### src/rtl/rtcPkg.sv
package rtcPkg;
  localparam int ADDR_W = 4;
  localparam int DATA_W = 8;
  localparam int NUM_ALM = 3;

  localparam logic [ADDR_W-1:0] ADR_SEC  = 4'd0;
  localparam logic [ADDR_W-1:0] ADR_MIN  = 4'd1;
  localparam logic [ADDR_W-1:0] ADR_HOUR = 4'd2;
  localparam logic [ADDR_W-1:0] ADR_DOW  = 4'd3;
  localparam logic [ADDR_W-1:0] ADR_DATE = 4'd4;
  localparam logic [ADDR_W-1:0] ADR_MON  = 4'd5;
  localparam logic [ADDR_W-1:0] ADR_YEAR = 4'd6;
  localparam logic [ADDR_W-1:0] ADR_ALM0 = 4'd8;
  localparam logic [ADDR_W-1:0] ADR_MODE = 4'd12;

  typedef struct packed {
    logic              doUpdate;
    logic              wrEn;
    logic [ADDR_W-1:0] wrAddr;
    logic [DATA_W-1:0] wrData;
  } rtcStrobe_t;

  function automatic logic [7:0] decodeVal(input logic [7:0] v, input logic bcd);
    return bcd ? (8'(v[7:4]) * 8'd10 + 8'(v[3:0])) : v;
  endfunction

  function automatic logic [7:0] encodeVal(input logic [7:0] v, input logic bcd);
    logic [7:0] tens;
    logic [7:0] ones;
    tens = v / 8'd10;
    ones = v % 8'd10;
    return bcd ? {tens[3:0], ones[3:0]} : v;
  endfunction

  function automatic logic [7:0] hourTo24(input logic [7:0] raw, input logic bcd, input logic h24);
    logic [7:0] h;
    if (h24) return decodeVal(raw, bcd);
    h = decodeVal(raw & 8'h7F, bcd);
    if (h == 8'd12) h = 8'd0;
    return raw[7] ? h + 8'd12 : h;
  endfunction

  function automatic logic [7:0] hourFrom24(input logic [7:0] h, input logic bcd, input logic h24);
    logic [7:0] h12;
    if (h24) return encodeVal(h, bcd);
    h12 = (h >= 8'd12) ? h - 8'd12 : h;
    if (h12 == 8'd0) h12 = 8'd12;
    return encodeVal(h12, bcd) | ((h >= 8'd12) ? 8'h80 : 8'h00);
  endfunction

  function automatic logic [7:0] monthDays(input logic [7:0] mon, input logic [7:0] yr);
    case (mon)
      8'd2:                      return (yr[1:0] == 2'b00) ? 8'd29 : 8'd28;
      8'd4, 8'd6, 8'd9, 8'd11:   return 8'd30;
      default:                   return 8'd31;
    endcase
  endfunction
endpackage

### src/rtl/rtcCtrl.sv
module rtcCtrl
  import rtcPkg::*;
#(
  parameter int UIP_LEAD = 4
) (
  input  logic              clk,
  input  logic              rstN,
  input  logic              tick,
  input  logic              freeze,
  input  logic              wrEn,
  input  logic [ADDR_W-1:0] wrAddr,
  input  logic [DATA_W-1:0] wrData,
  output rtcStrobe_t        stb,
  output logic              uip,
  output logic              updateDone
);
  localparam int CNT_W = $clog2(UIP_LEAD + 1);
  localparam logic [CNT_W-1:0] LEAD_LAST = CNT_W'(UIP_LEAD - 1);

  typedef enum logic [1:0] {S_IDLE, S_LEAD, S_UPD, S_DONE} ctrlState_t;

  ctrlState_t        state;
  logic [CNT_W-1:0]  leadCnt;
  logic              pendValid;
  logic [ADDR_W-1:0] pendAddr;
  logic [DATA_W-1:0] pendData;
  logic              busy;

  assign busy = (state == S_LEAD) || (state == S_UPD);

  always_ff @(posedge clk) begin
    if (!rstN) begin
      state   <= S_IDLE;
      leadCnt <= '0;
    end else begin
      case (state)
        S_IDLE: if (tick && !freeze) begin
          state   <= S_LEAD;
          leadCnt <= '0;
        end
        S_LEAD: if (leadCnt == LEAD_LAST) state <= S_UPD;
                else leadCnt <= leadCnt + 1'b1;
        S_UPD:  state <= S_DONE;
        default: state <= S_IDLE;
      endcase
    end
  end

  always_ff @(posedge clk) begin
    if (!rstN) begin
      pendValid <= 1'b0;
      pendAddr  <= '0;
      pendData  <= '0;
    end else if (wrEn && (busy || pendValid)) begin
      pendValid <= 1'b1;
      pendAddr  <= wrAddr;
      pendData  <= wrData;
    end else if (!busy) begin
      pendValid <= 1'b0;
    end
  end

  always_comb begin
    stb.doUpdate = (state == S_UPD);
    stb.wrEn     = !busy && (pendValid || wrEn);
    stb.wrAddr   = pendValid ? pendAddr : wrAddr;
    stb.wrData   = pendValid ? pendData : wrData;
  end

  assign uip        = busy;
  assign updateDone = (state == S_DONE);

  p_uip_after_tick_r9: assert property (@(posedge clk) disable iff (!rstN)
    $rose(uip) |-> $past(tick));
  p_done_follows_uip_r9: assert property (@(posedge clk) disable iff (!rstN)
    updateDone |-> $past(uip));
  p_freeze_blocks_r8: assert property (@(posedge clk) disable iff (!rstN)
    (freeze && !busy) |=> !$rose(uip));
  p_no_write_in_update_r10: assert property (@(posedge clk) disable iff (!rstN)
    stb.doUpdate |-> !stb.wrEn);
endmodule

### src/rtl/rtcDatapath.sv
module rtcDatapath
  import rtcPkg::*;
(
  input  logic              clk,
  input  logic              rstN,
  input  rtcStrobe_t        stb,
  input  logic [ADDR_W-1:0] rdAddr,
  output logic [DATA_W-1:0] rdData,
  output logic              freeze,
  output logic              alarmMatch
);
  logic [7:0] secR, minR, hourR, dowR, dateR, monR, yearR;
  logic [2:0] modeR;
  logic [7:0] almR [NUM_ALM];
  logic [7:0] curF [NUM_ALM];
  logic [NUM_ALM-1:0] almHit;

  logic isBcd, is24;
  logic [7:0] sB, mB, hB, dB, moB, yB, lenB;
  logic cMin, cHr, cDay, cMon, cYr;
  logic [7:0] nSec, nMin, nHour, nDow, nDate, nMon, nYear;

  assign freeze = modeR[0];
  assign isBcd  = !modeR[1];
  assign is24   = modeR[2];

  always_comb begin
    sB   = decodeVal(secR, isBcd);
    mB   = decodeVal(minR, isBcd);
    hB   = hourTo24(hourR, isBcd, is24);
    dB   = decodeVal(dateR, isBcd);
    moB  = decodeVal(monR, isBcd);
    yB   = decodeVal(yearR, isBcd);
    lenB = monthDays(moB, yB);
    cMin = (sB >= 8'd59);
    cHr  = cMin && (mB >= 8'd59);
    cDay = cHr && (hB >= 8'd23);
    cMon = cDay && (dB >= lenB);
    cYr  = cMon && (moB >= 8'd12);
    nSec  = encodeVal(cMin ? 8'd0 : sB + 8'd1, isBcd);
    nMin  = cMin ? encodeVal(cHr ? 8'd0 : mB + 8'd1, isBcd) : minR;
    nHour = cHr ? hourFrom24(cDay ? 8'd0 : hB + 8'd1, isBcd, is24) : hourR;
    nDow  = cDay ? ((dowR >= 8'd7) ? 8'd1 : dowR + 8'd1) : dowR;
    nDate = cDay ? encodeVal(cMon ? 8'd1 : dB + 8'd1, isBcd) : dateR;
    nMon  = cMon ? encodeVal(cYr ? 8'd1 : moB + 8'd1, isBcd) : monR;
    nYear = cYr ? encodeVal((yB >= 8'd99) ? 8'd0 : yB + 8'd1, isBcd) : yearR;
  end

  always_ff @(posedge clk) begin
    if (!rstN) begin
      secR <= 8'h00; minR <= 8'h00; hourR <= 8'h00; dowR <= 8'h01;
      dateR <= 8'h01; monR <= 8'h01; yearR <= 8'h00; modeR <= 3'b100;
    end else if (stb.doUpdate) begin
      secR <= nSec; minR <= nMin; hourR <= nHour; dowR <= nDow;
      dateR <= nDate; monR <= nMon; yearR <= nYear;
    end else if (stb.wrEn) begin
      case (stb.wrAddr)
        ADR_SEC:  secR  <= {1'b0, stb.wrData[6:0]};
        ADR_MIN:  minR  <= stb.wrData;
        ADR_HOUR: hourR <= stb.wrData;
        ADR_DOW:  dowR  <= stb.wrData;
        ADR_DATE: dateR <= stb.wrData;
        ADR_MON:  monR  <= stb.wrData;
        ADR_YEAR: yearR <= stb.wrData;
        ADR_MODE: modeR <= stb.wrData[2:0];
        default: ;
      endcase
    end
  end

  assign curF[0] = secR;
  assign curF[1] = minR;
  assign curF[2] = hourR;

  for (genvar g = 0; g < NUM_ALM; g++) begin : gAlarm
    localparam logic [ADDR_W-1:0] MY_ADDR = ADR_ALM0 + ADDR_W'(g);
    always_ff @(posedge clk) begin
      if (!rstN) almR[g] <= 8'h00;
      else if (stb.wrEn && !stb.doUpdate && stb.wrAddr == MY_ADDR) almR[g] <= stb.wrData;
    end
    assign almHit[g] = (almR[g][7:6] == 2'b11) || (almR[g] == curF[g]);
  end

  assign alarmMatch = &almHit;

  always_comb begin
    case (rdAddr)
      ADR_SEC:  rdData = secR;
      ADR_MIN:  rdData = minR;
      ADR_HOUR: rdData = hourR;
      ADR_DOW:  rdData = dowR;
      ADR_DATE: rdData = dateR;
      ADR_MON:  rdData = monR;
      ADR_YEAR: rdData = yearR;
      ADR_ALM0: rdData = almR[0];
      ADR_ALM0 + 4'd1: rdData = almR[1];
      ADR_ALM0 + 4'd2: rdData = almR[2];
      ADR_MODE: rdData = {5'b0, modeR};
      default:  rdData = 8'h00;
    endcase
  end

  p_quiet_hold_r1: assert property (@(posedge clk) disable iff (!rstN)
    (!stb.doUpdate && !stb.wrEn) |=> ($stable(secR) && $stable(minR) && $stable(hourR)));
  p_sec_msb_r11: assert property (@(posedge clk) disable iff (!rstN)
    secR[7] == 1'b0);
  p_update_moves_sec_r1: assert property (@(posedge clk) disable iff (!rstN)
    stb.doUpdate |=> !$stable(secR));
endmodule

### src/rtl/rtcCore.sv
module rtcCore
  import rtcPkg::*;
#(
  parameter int UIP_LEAD = 4
) (
  input  logic       clk,
  input  logic       rstN,
  input  logic       tick,
  input  logic       wrEn,
  input  logic [3:0] addr,
  input  logic [7:0] wrData,
  output logic [7:0] rdData,
  output logic       uip,
  output logic       updateDone,
  output logic       alarmHit
);
  rtcStrobe_t stb;
  logic       freeze;
  logic       alarmMatch;

  rtcCtrl #(.UIP_LEAD(UIP_LEAD)) i_ctrl (
    .clk(clk), .rstN(rstN), .tick(tick), .freeze(freeze),
    .wrEn(wrEn), .wrAddr(addr), .wrData(wrData),
    .stb(stb), .uip(uip), .updateDone(updateDone)
  );

  rtcDatapath i_data (
    .clk(clk), .rstN(rstN), .stb(stb), .rdAddr(addr),
    .rdData(rdData), .freeze(freeze), .alarmMatch(alarmMatch)
  );

  assign alarmHit = updateDone && alarmMatch;
endmodule

### config.mk
export PLATFORM = sky130hd
export DESIGN_NAME = rtcCore
export DESIGN_NICKNAME = d
export VERILOG_FILES = /design/src/rtl/rtcPkg.sv /design/src/rtl/rtcCtrl.sv /design/src/rtl/rtcDatapath.sv /design/src/rtl/rtcCore.sv
export SDC_FILE = /design/constraint.sdc
export NUM_CORES = 1
export LEC_CHECK = 0
export ABC_AREA = 1
export BUFFER_PORTS_ARGS = -buffer_cell sky130_fd_sc_hd__buf_2
export CAP_MARGIN = 5
export CORE_MARGIN = 1.5
export CORE_UTILIZATION = 59
export CTS_CLUSTER_SIZE = 14
export DETAILED_ROUTE_END_ITERATION = 8
export GPL_TIMING_DRIVEN = 0
export PLACE_DENSITY = 0.76
export SYNTH_ARGS = -nofsm -noshare
export SYNTH_HDL_FRONTEND = slang
export SYNTH_SLANG_ARGS = --single-unit
### constraint.sdc
create_clock -name clk -period 5.89 [get_ports clk]
set_input_delay 0.589 -clock clk [delete_from_list [all_inputs] [get_ports clk]]
set_output_delay 0.589 -clock clk [all_outputs]
set_load 0.02 [all_outputs]
# After elaboration in Yosys (flattened, before gate mapping)
# Memories as Yosys holds them, arrays and structs flattened.
# Cells that the tools add are included.
# totals
register_bits,77
latchBits,0
ramBits,24
mem_bits_ro,0
input_bits,16
output_inout_bits,11
elab_cells,243
memories,1
# mem_list
name,depth,word_bits,read_ports,rd_clocked_by_memory_dff,wr,line_no,source
i_data.almR,3,8,3,0,3,rtcDatapath.sv:14,logic [7:0] almR [NUM_ALM];
# op_classes
add_sub_neg,17
mul,7
n_div,14
order_cmp,8
n_eq_ne,45
shift,0
muxes,86
n_bitwise,5
n_reduce_logical,47
# ops
operator,n
8-bit 2-to-1 mux,63
8-bit case mux with 11 select lines,1
8-bit by 1-bit adder with 8-bit output (second input constant),7
8-bit by 4-bit adder with 8-bit output,7
8-bit by 4-bit divider with 8-bit output (second input constant),7
8-bit by 4-bit modulo with 8-bit output (second input constant),7
4-bit by 3-bit multiplier with 7-bit output (second input constant),6
4-bit equality test (second input constant),8
3-bit AND reduction,9
4-bit by 3-bit equality test with 1-bit output (second input constant),6
8-bit by 4-bit equality test with 1-bit output (second input constant),3
8-bit equality test,3
2-bit nonzero test,9
4-bit by 2-bit equality test with 1-bit output (second input constant),4
8-bit by 3-bit equality test with 1-bit output (second input constant),2
8-bit by 4-bit >= comparator with 1-bit output (second input constant),2
8-bit by 6-bit >= comparator with 1-bit output (second input constant),2
2-bit inequality test (second input constant),8
8-bit case mux with 2 select lines,1
1-bit 2-to-1 mux,14
1-bit logical AND,12
2-bit equality test (second input constant),5
8-bit by 4-bit adder with 8-bit output (second input constant),1
4-bit by 1-bit equality test with 1-bit output (second input constant),2
other kinds (26),40

# Logic depth before layout (Yosys ltp)
# depth
depth_word,23
ltp_mapped,58
depth_no_buf,58

# By module
# Synthesis repeated with hierarchy kept, for this count alone.
# hier_totals
cells_unflattened,1806
hier_area_um2,11367.2
# modules_own_cells
mod,instances,cells_per_inst,area_each_um2,seq_area_each_um2
rtcDatapath,1,1655,10372.4,1901.8
rtcCtrl,1,149,987.2,360.3
rtcCore,1,2,7.5,0.0

# Worst setup path after synthesis
# OpenSTA, ideal clock, no wires.
# synth_timing
path_kind,flip-flop to flip-flop
from,register i_data.modeR[1]
to,register i_data.hourR[3]
setup_ns,0.070
t_arrival_ns,5.877
t_required_ns,5.820
slack_ns,-0.056
stages_incl_launch_ff,57
path_buffers,6
synth_period_minus_slack_ns,5.946
cell_sequence,dfxtp_1 > inv_2 > buf_6 > buf_6 > buf_4 > buf_2 > buf_2 > buf_2 > nand2_1 > o21ai_0 > ha_1 > nor2_1 > inv_1 > nand4_1 > nand2_1 > nand2_1 > inv_2 > nand2_8 > [... 21 more ...] > inv_1 > ha_1 > nand2_1 > inv_1 > nand3_1 > nand3_4 > nand2_1 > nand2_1 > inv_1 > ha_1 > nand3b_1 > nand2_1 > nand2_1 > nand3_1 > nand2_1 > nand2_1 > nand2_1 > a21oi_1
# synth_via
elab_chain_len,21
elab_cells_between_ends,35
classes_between,add/sub (3); div (2); order compare (4); eq/ne (2); mux (19); bitwise (1); reduce/logical (4)
# synth_lines
item,line_no,source
from (decl),rtcDatapath.sv:13,logic [2:0] modeR;
from (signal assigned),rtcDatapath.sv:65,ADR_MODE: modeR <= stb.wrData[2:0];
8-bit 2-to-1 mux,rtcPkg.sv:24,return bcd ? (8'(v[7:4]) * 8'd10 + 8'(v[3:0])) : v;
8-bit by 4-bit equality test with 1-bit output,rtcPkg.sv:39,if (h == 8'd12) h = 8'd0;
8-bit 2-to-1 mux,rtcPkg.sv:39,
8-bit 2-to-1 mux,rtcPkg.sv:38,"h = decodeVal(raw & 8'h7F, bcd);"
8-bit by 4-bit adder with 8-bit output,rtcPkg.sv:40,return raw[7] ? h + 8'd12 : h;
8-bit 2-to-1 mux,rtcPkg.sv:40,
8-bit 2-to-1 mux,rtcPkg.sv:38,
8-bit by 5-bit >= comparator with 1-bit output,rtcDatapath.sv:37,cDay = cHr && (hB >= 8'd23);
[... 5 more ...],n/a,
8-bit 2-to-1 mux,rtcPkg.sv:47,if (h12 == 8'd0) h12 = 8'd12;
8-bit 2-to-1 mux,rtcPkg.sv:46,h12 = (h >= 8'd12) ? h - 8'd12 : h;
8-bit by 4-bit modulo with 8-bit output,rtcPkg.sv:31,ones = v % 8'd10;
8-bit 2-to-1 mux,rtcPkg.sv:32,"return bcd ? {tens[3:0], ones[3:0]} : v;"
8-bit OR,rtcPkg.sv:48,"return encodeVal(h12, bcd) | ((h >= 8'd12) ? 8'h80 : 8'h00);"
8-bit 2-to-1 mux,rtcPkg.sv:46,
8-bit 2-to-1 mux,rtcDatapath.sv:42,"nHour = cHr ? hourFrom24(cDay ? 8'd0 : hB + 8'd1, isBcd, is24) : hourR;"
8-bit 2-to-1 mux,rtcDatapath.sv:53,end else if (stb.doUpdate) begin
to (signal assigned),rtcDatapath.sv:54,secR <= nSec; minR <= nMin; hourR <= nHour; dowR <= nDow;
to (signal assigned),rtcDatapath.sv:60,ADR_HOUR: hourR <= stb.wrData;
to (decl),rtcDatapath.sv:12,"logic [7:0] secR, minR, hourR, dowR, dateR, monR, yearR;"
# Several ways; a longest one is shown, not always the timed one. The select of a mux whose other input is x is not followed.
# A chain may end at the register's enable or synchronous reset.

# Worst setup path in the final report
# layout_timing
from,register i_data.hourR[4]
to,register i_data.hourR[3]
# layout_via
elab_chain_len,23
elab_cells_between_ends,32
classes_between,add/sub (5); mul (2); div (2); order compare (2); eq/ne (1); mux (17); bitwise (1); reduce/logical (2)
# layout_lines
item,line_no
3-bit by 3-bit multiplier with 6-bit output,rtcPkg.sv:24
8-bit by 4-bit adder with 8-bit output,rtcPkg.sv:24
8-bit 2-to-1 mux,rtcPkg.sv:24
8-bit by 4-bit equality test with 1-bit output,rtcPkg.sv:39
8-bit 2-to-1 mux,rtcPkg.sv:39
8-bit 2-to-1 mux,rtcPkg.sv:38
8-bit by 4-bit adder with 8-bit output,rtcPkg.sv:40
8-bit 2-to-1 mux,rtcPkg.sv:40
[... 7 more ...],n/a
8-bit 2-to-1 mux,rtcPkg.sv:47
8-bit 2-to-1 mux,rtcPkg.sv:46
8-bit by 4-bit modulo with 8-bit output,rtcPkg.sv:31
8-bit 2-to-1 mux,rtcPkg.sv:32
8-bit OR,rtcPkg.sv:48
8-bit 2-to-1 mux *,rtcPkg.sv:46
8-bit 2-to-1 mux *,rtcDatapath.sv:42
8-bit 2-to-1 mux *,rtcDatapath.sv:53
# Every way passes the cells marked *; elsewhere a longest branch is shown, timed or not. The select of a mux whose other input is x is not followed.

==> reports/metrics.cfg <==
[run_status]
status = finished, violations left
violations = negative setup slack

[placed_design]
place_inst = 2084
numPortBuffers = 25
hpwl_mm = 28.4
gp_congestion = 1.06
pre_cts_slack_ns = -1.31

[synthesis]
ys_types = 68
netlist_area_sq_um = 11400
synth_ff_type = dfxtp_1
syn_nets = 1903
yosysTopAreaCell = dfxtp_1
synth_top_cell_area_share_pct = 13.5
synth_area_per_cell_sq_um = 6.35
async_flop_share_pct = 0
ys_seq_elements = 101
synth_edf_count = 24
ys_warn_count = 0
netlist_instances = 1799
seq_area_frac_synth_pct = 19.8
synth_area_leaders = dfxtp_1 (13%), nand2_1 (13%), ha_1 (8.3%)

[worst_setup_path]
start_kind = flip-flop
critPathSlowestCell = fa_2
crit_family = simple AND/OR/NAND/NOR gates
path_common_cell = nand2_4
critPathCaptureType = flip-flop
r2r_setup_slack_ns = -0.17
cp_data_required_time_ns = 6.18
crit_path_max_fanout = 5
cp_num_buf_inv = 9
worstSetupPathType = reg2reg
max_stage_delay_ns = 0.55
arrival_ns = 6.35

[clocking]
clk-insertion-delay-late_ns = 0.37
htreeDepth = 3
cts_buffers = 9
cts_tree = done
path_clk_slew_ns = 0.08
clockRootBuffer = clkbuf_16
ctsHoldBuffers = 0
clock_sinks = 101
cts_buffer_depth = 2

[power]
vdd_ir_drop_max_mv = 0.467
p_leak_nw = 6.61
p_sw_share_pct = 55.1
pwr-share-clk_pct = 7.6
powerDensity_nw_per_um2 = 564
p_seq_share_pct = 13.0
switching_power_mw = 4.39
p_comb_share_pct = 79.4
p_int_mw = 3.58

[sta]
slew_viol_final = 0
max_freq_ghz = 0.165
post-route-period-util_pct = 103
setup_viol = 7
final-hold-violation-count = 0
tightest_slew_ns = 1.21
fin_hold_ws_ns = 0.469
skew_ns = 0.0134
fin_crit_ns = 6.06
rsz0062_at_grt = true
slew_headroom_pct = 18.7
fin_ws_ns = -0.165

[routing]
drt_pre_antenna_iters = 6
routed_via_density = 6.02
wire_per_inst_um = 18.6
drc = 0
wl_mm = 40.7
dr.first_iter.drc_count = 1182
route.vias.total = 13200
ant_nets = 0

[grt]
grt_antenna_before_repair = 0
grt_overflow_total = 0
grt_pass1_vias = 11700
grt_util_all_layers_pct = 37.2
grt_first_pass_wirelength_mm = 59.0
grt_max_degree = 22

[cells_and_area]
n_antenna_cell = 0
drive_above_1_share_pct = 24.5
final_cell_mix = nand2_1 (329), inv_1 (220), nor2_1 (173)
finalNonFillerCells = 2195
layout_commonest_cell = nand2_1
area_growth_pct = 23.7
layout.nets = 2034

[die]
num_rows = 50
die_h_um = 142
die_x_um = 142
io_pins = 27
dieArea_sq_um = 20200
core_sq_um = 18800
start_util_pct = 60.7

[worst_hold_path]
holdCritPathClass = reg2reg

[job]
drv_cap = 0

[per-stage QoR]
| step | utilization (%) | TNS, ns | power, mW | instance area (sq um) |
|---|---|---|---|---|
| 6_report | 75.1 | -0.398 | 7.97 | 14100 |
| 2_1_floorplan | - | 0 | 4.57 | 11400 |
| 5_1_grt | 75.1 | -4.37 | 8.52 | 14100 |
| 4_1_cts | 69.0 | -1.10 | 6.53 | 13000 |
| 3_3_place_gp | 63.1 | -9.64 | 5.37 | 11900 |
| 3_5_place_dp | 63.1 | -11.27 | 5.48 | 11900 |
[routing by layer]
| metal | track usage [%] | share of wire, % | vias up | wire, um |
|---|---|---|---|---|
| met4 | 18.0 | 5.9 | 0 | 2400 |
| li1 | - | - | 6222 | - |
| met1 | 45.0 | 38 | 6129 | 15600 |
| met3 | 5.75 | 8.7 | 176 | 3550 |
| met2 | 64.6 | 47 | 685 | 19200 |
| met5 | 0 | 0 | - | 0 |
[area by class of cell]
cell class / count / area [sq um]
inverters: 264 / 1030
clock buffers: 9 / 225
fillers: 1496 / 4700
repair buffers: 120 / 865
well taps: 260 / 325
multi-input cells: 1387 / 9030
plain buffers: 47 / 273
flip-flops and latches: 101 / 2310
clock inverters: 7 / 81.3
[power groups by stage]
stage / Combinational, mW / Sequential (mW) / Clock, mW
4_1_cts: 4.90 / 1.03 / 0.609
3_5_place_dp: 4.43 / 1.04 / 0
6_report: 6.32 / 1.03 / 0.607
5_1_grt: 6.84 / 1.05 / 0.632
2_1_floorplan: 3.60 / 0.975 / 0
3_3_place_gp: 4.33 / 1.04 / 0
[logic make-up (layout without fill, tap and decap cells)]
family | after synthesis | count (layout) | synth area share, %
compound gates | 372 | 372 | 18.6
xor+xnor | 74 | 74 | 5.97
fa+ha+maj | 88 | 88 | 10.4
buf+inv | 311 | 447 | 10.6
flops | 101 | 101 | 19.8
mux | 9 | 9 | 0.799
simple gates | 844 | 844 | 33.9
[worst reg2reg max path: cells and delay by family, from the launching register on]
family,cells,cell delay [ns]
compound gates,1,0.16
fa+ha+maj,5,1.26
buf+inv,9,0.61
flops,1,0.39
simple gates,39,3.57
[state kept, by name (all words and copies together) (netlist names)]
| register | flops |
|---|---|
| i_ctrl.pendValid | 1 |
| i_data.almR | 24 |
| i_data.secR | 8 |
| i_data.modeR | 3 |
| i_data.minR | 8 |
| i_data.yearR | 8 |
| i_ctrl.leadCnt | 3 |
| i_data.monR | 8 |
| i_data.hourR | 8 |
| i_data.dateR | 8 |
| i_ctrl.pendAddr | 4 |
| i_data.dowR | 8 |
| i_ctrl.state | 2 |
| i_ctrl.pendData | 8 |
[timing repair]
item | CTS | global route
buffers inserted | 46 | 49
setup endpoints to repair | 15 | 18
pin swaps | 46 | 119
gates resized for setup | 124 | 188
[synth_stat cells, drive strengths merged, types with 2 or more instances]
cell type / count
nand2: 446
inv: 260
nor2: 195
o21ai: 162
nand3: 127
a21oi: 109
dfxtp: 77
ha: 76
xor2: 44
a31oi: 32
xnor2: 30
clkbuf: 29
or2: 26
edfxtp: 24
nand4: 21
buf: 18
o22ai: 17
a221oi: 15
fa: 12
nor3: 11
nand3b: 10
o211ai: 9
mux2i: 8
nor4: 5
o221ai: 5
clkinv: 4
o2111ai: 3
o21a: 3
a211oi: 2
a21o: 2
o21bai: 2
o31ai: 2
[path summary, 6_finish.rpt]
check | start | to | cells past startpoint
max reg2reg | i_data.hourR[4] | i_data.hourR[3] | 54
max | i_data.hourR[4] | i_data.hourR[3] | 54
min | i_ctrl.leadCnt[2] | i_ctrl.leadCnt[2] | 2
min reg2reg | i_ctrl.leadCnt[2] | i_ctrl.leadCnt[2] | 2
Power figures use the tool's default switching activity.
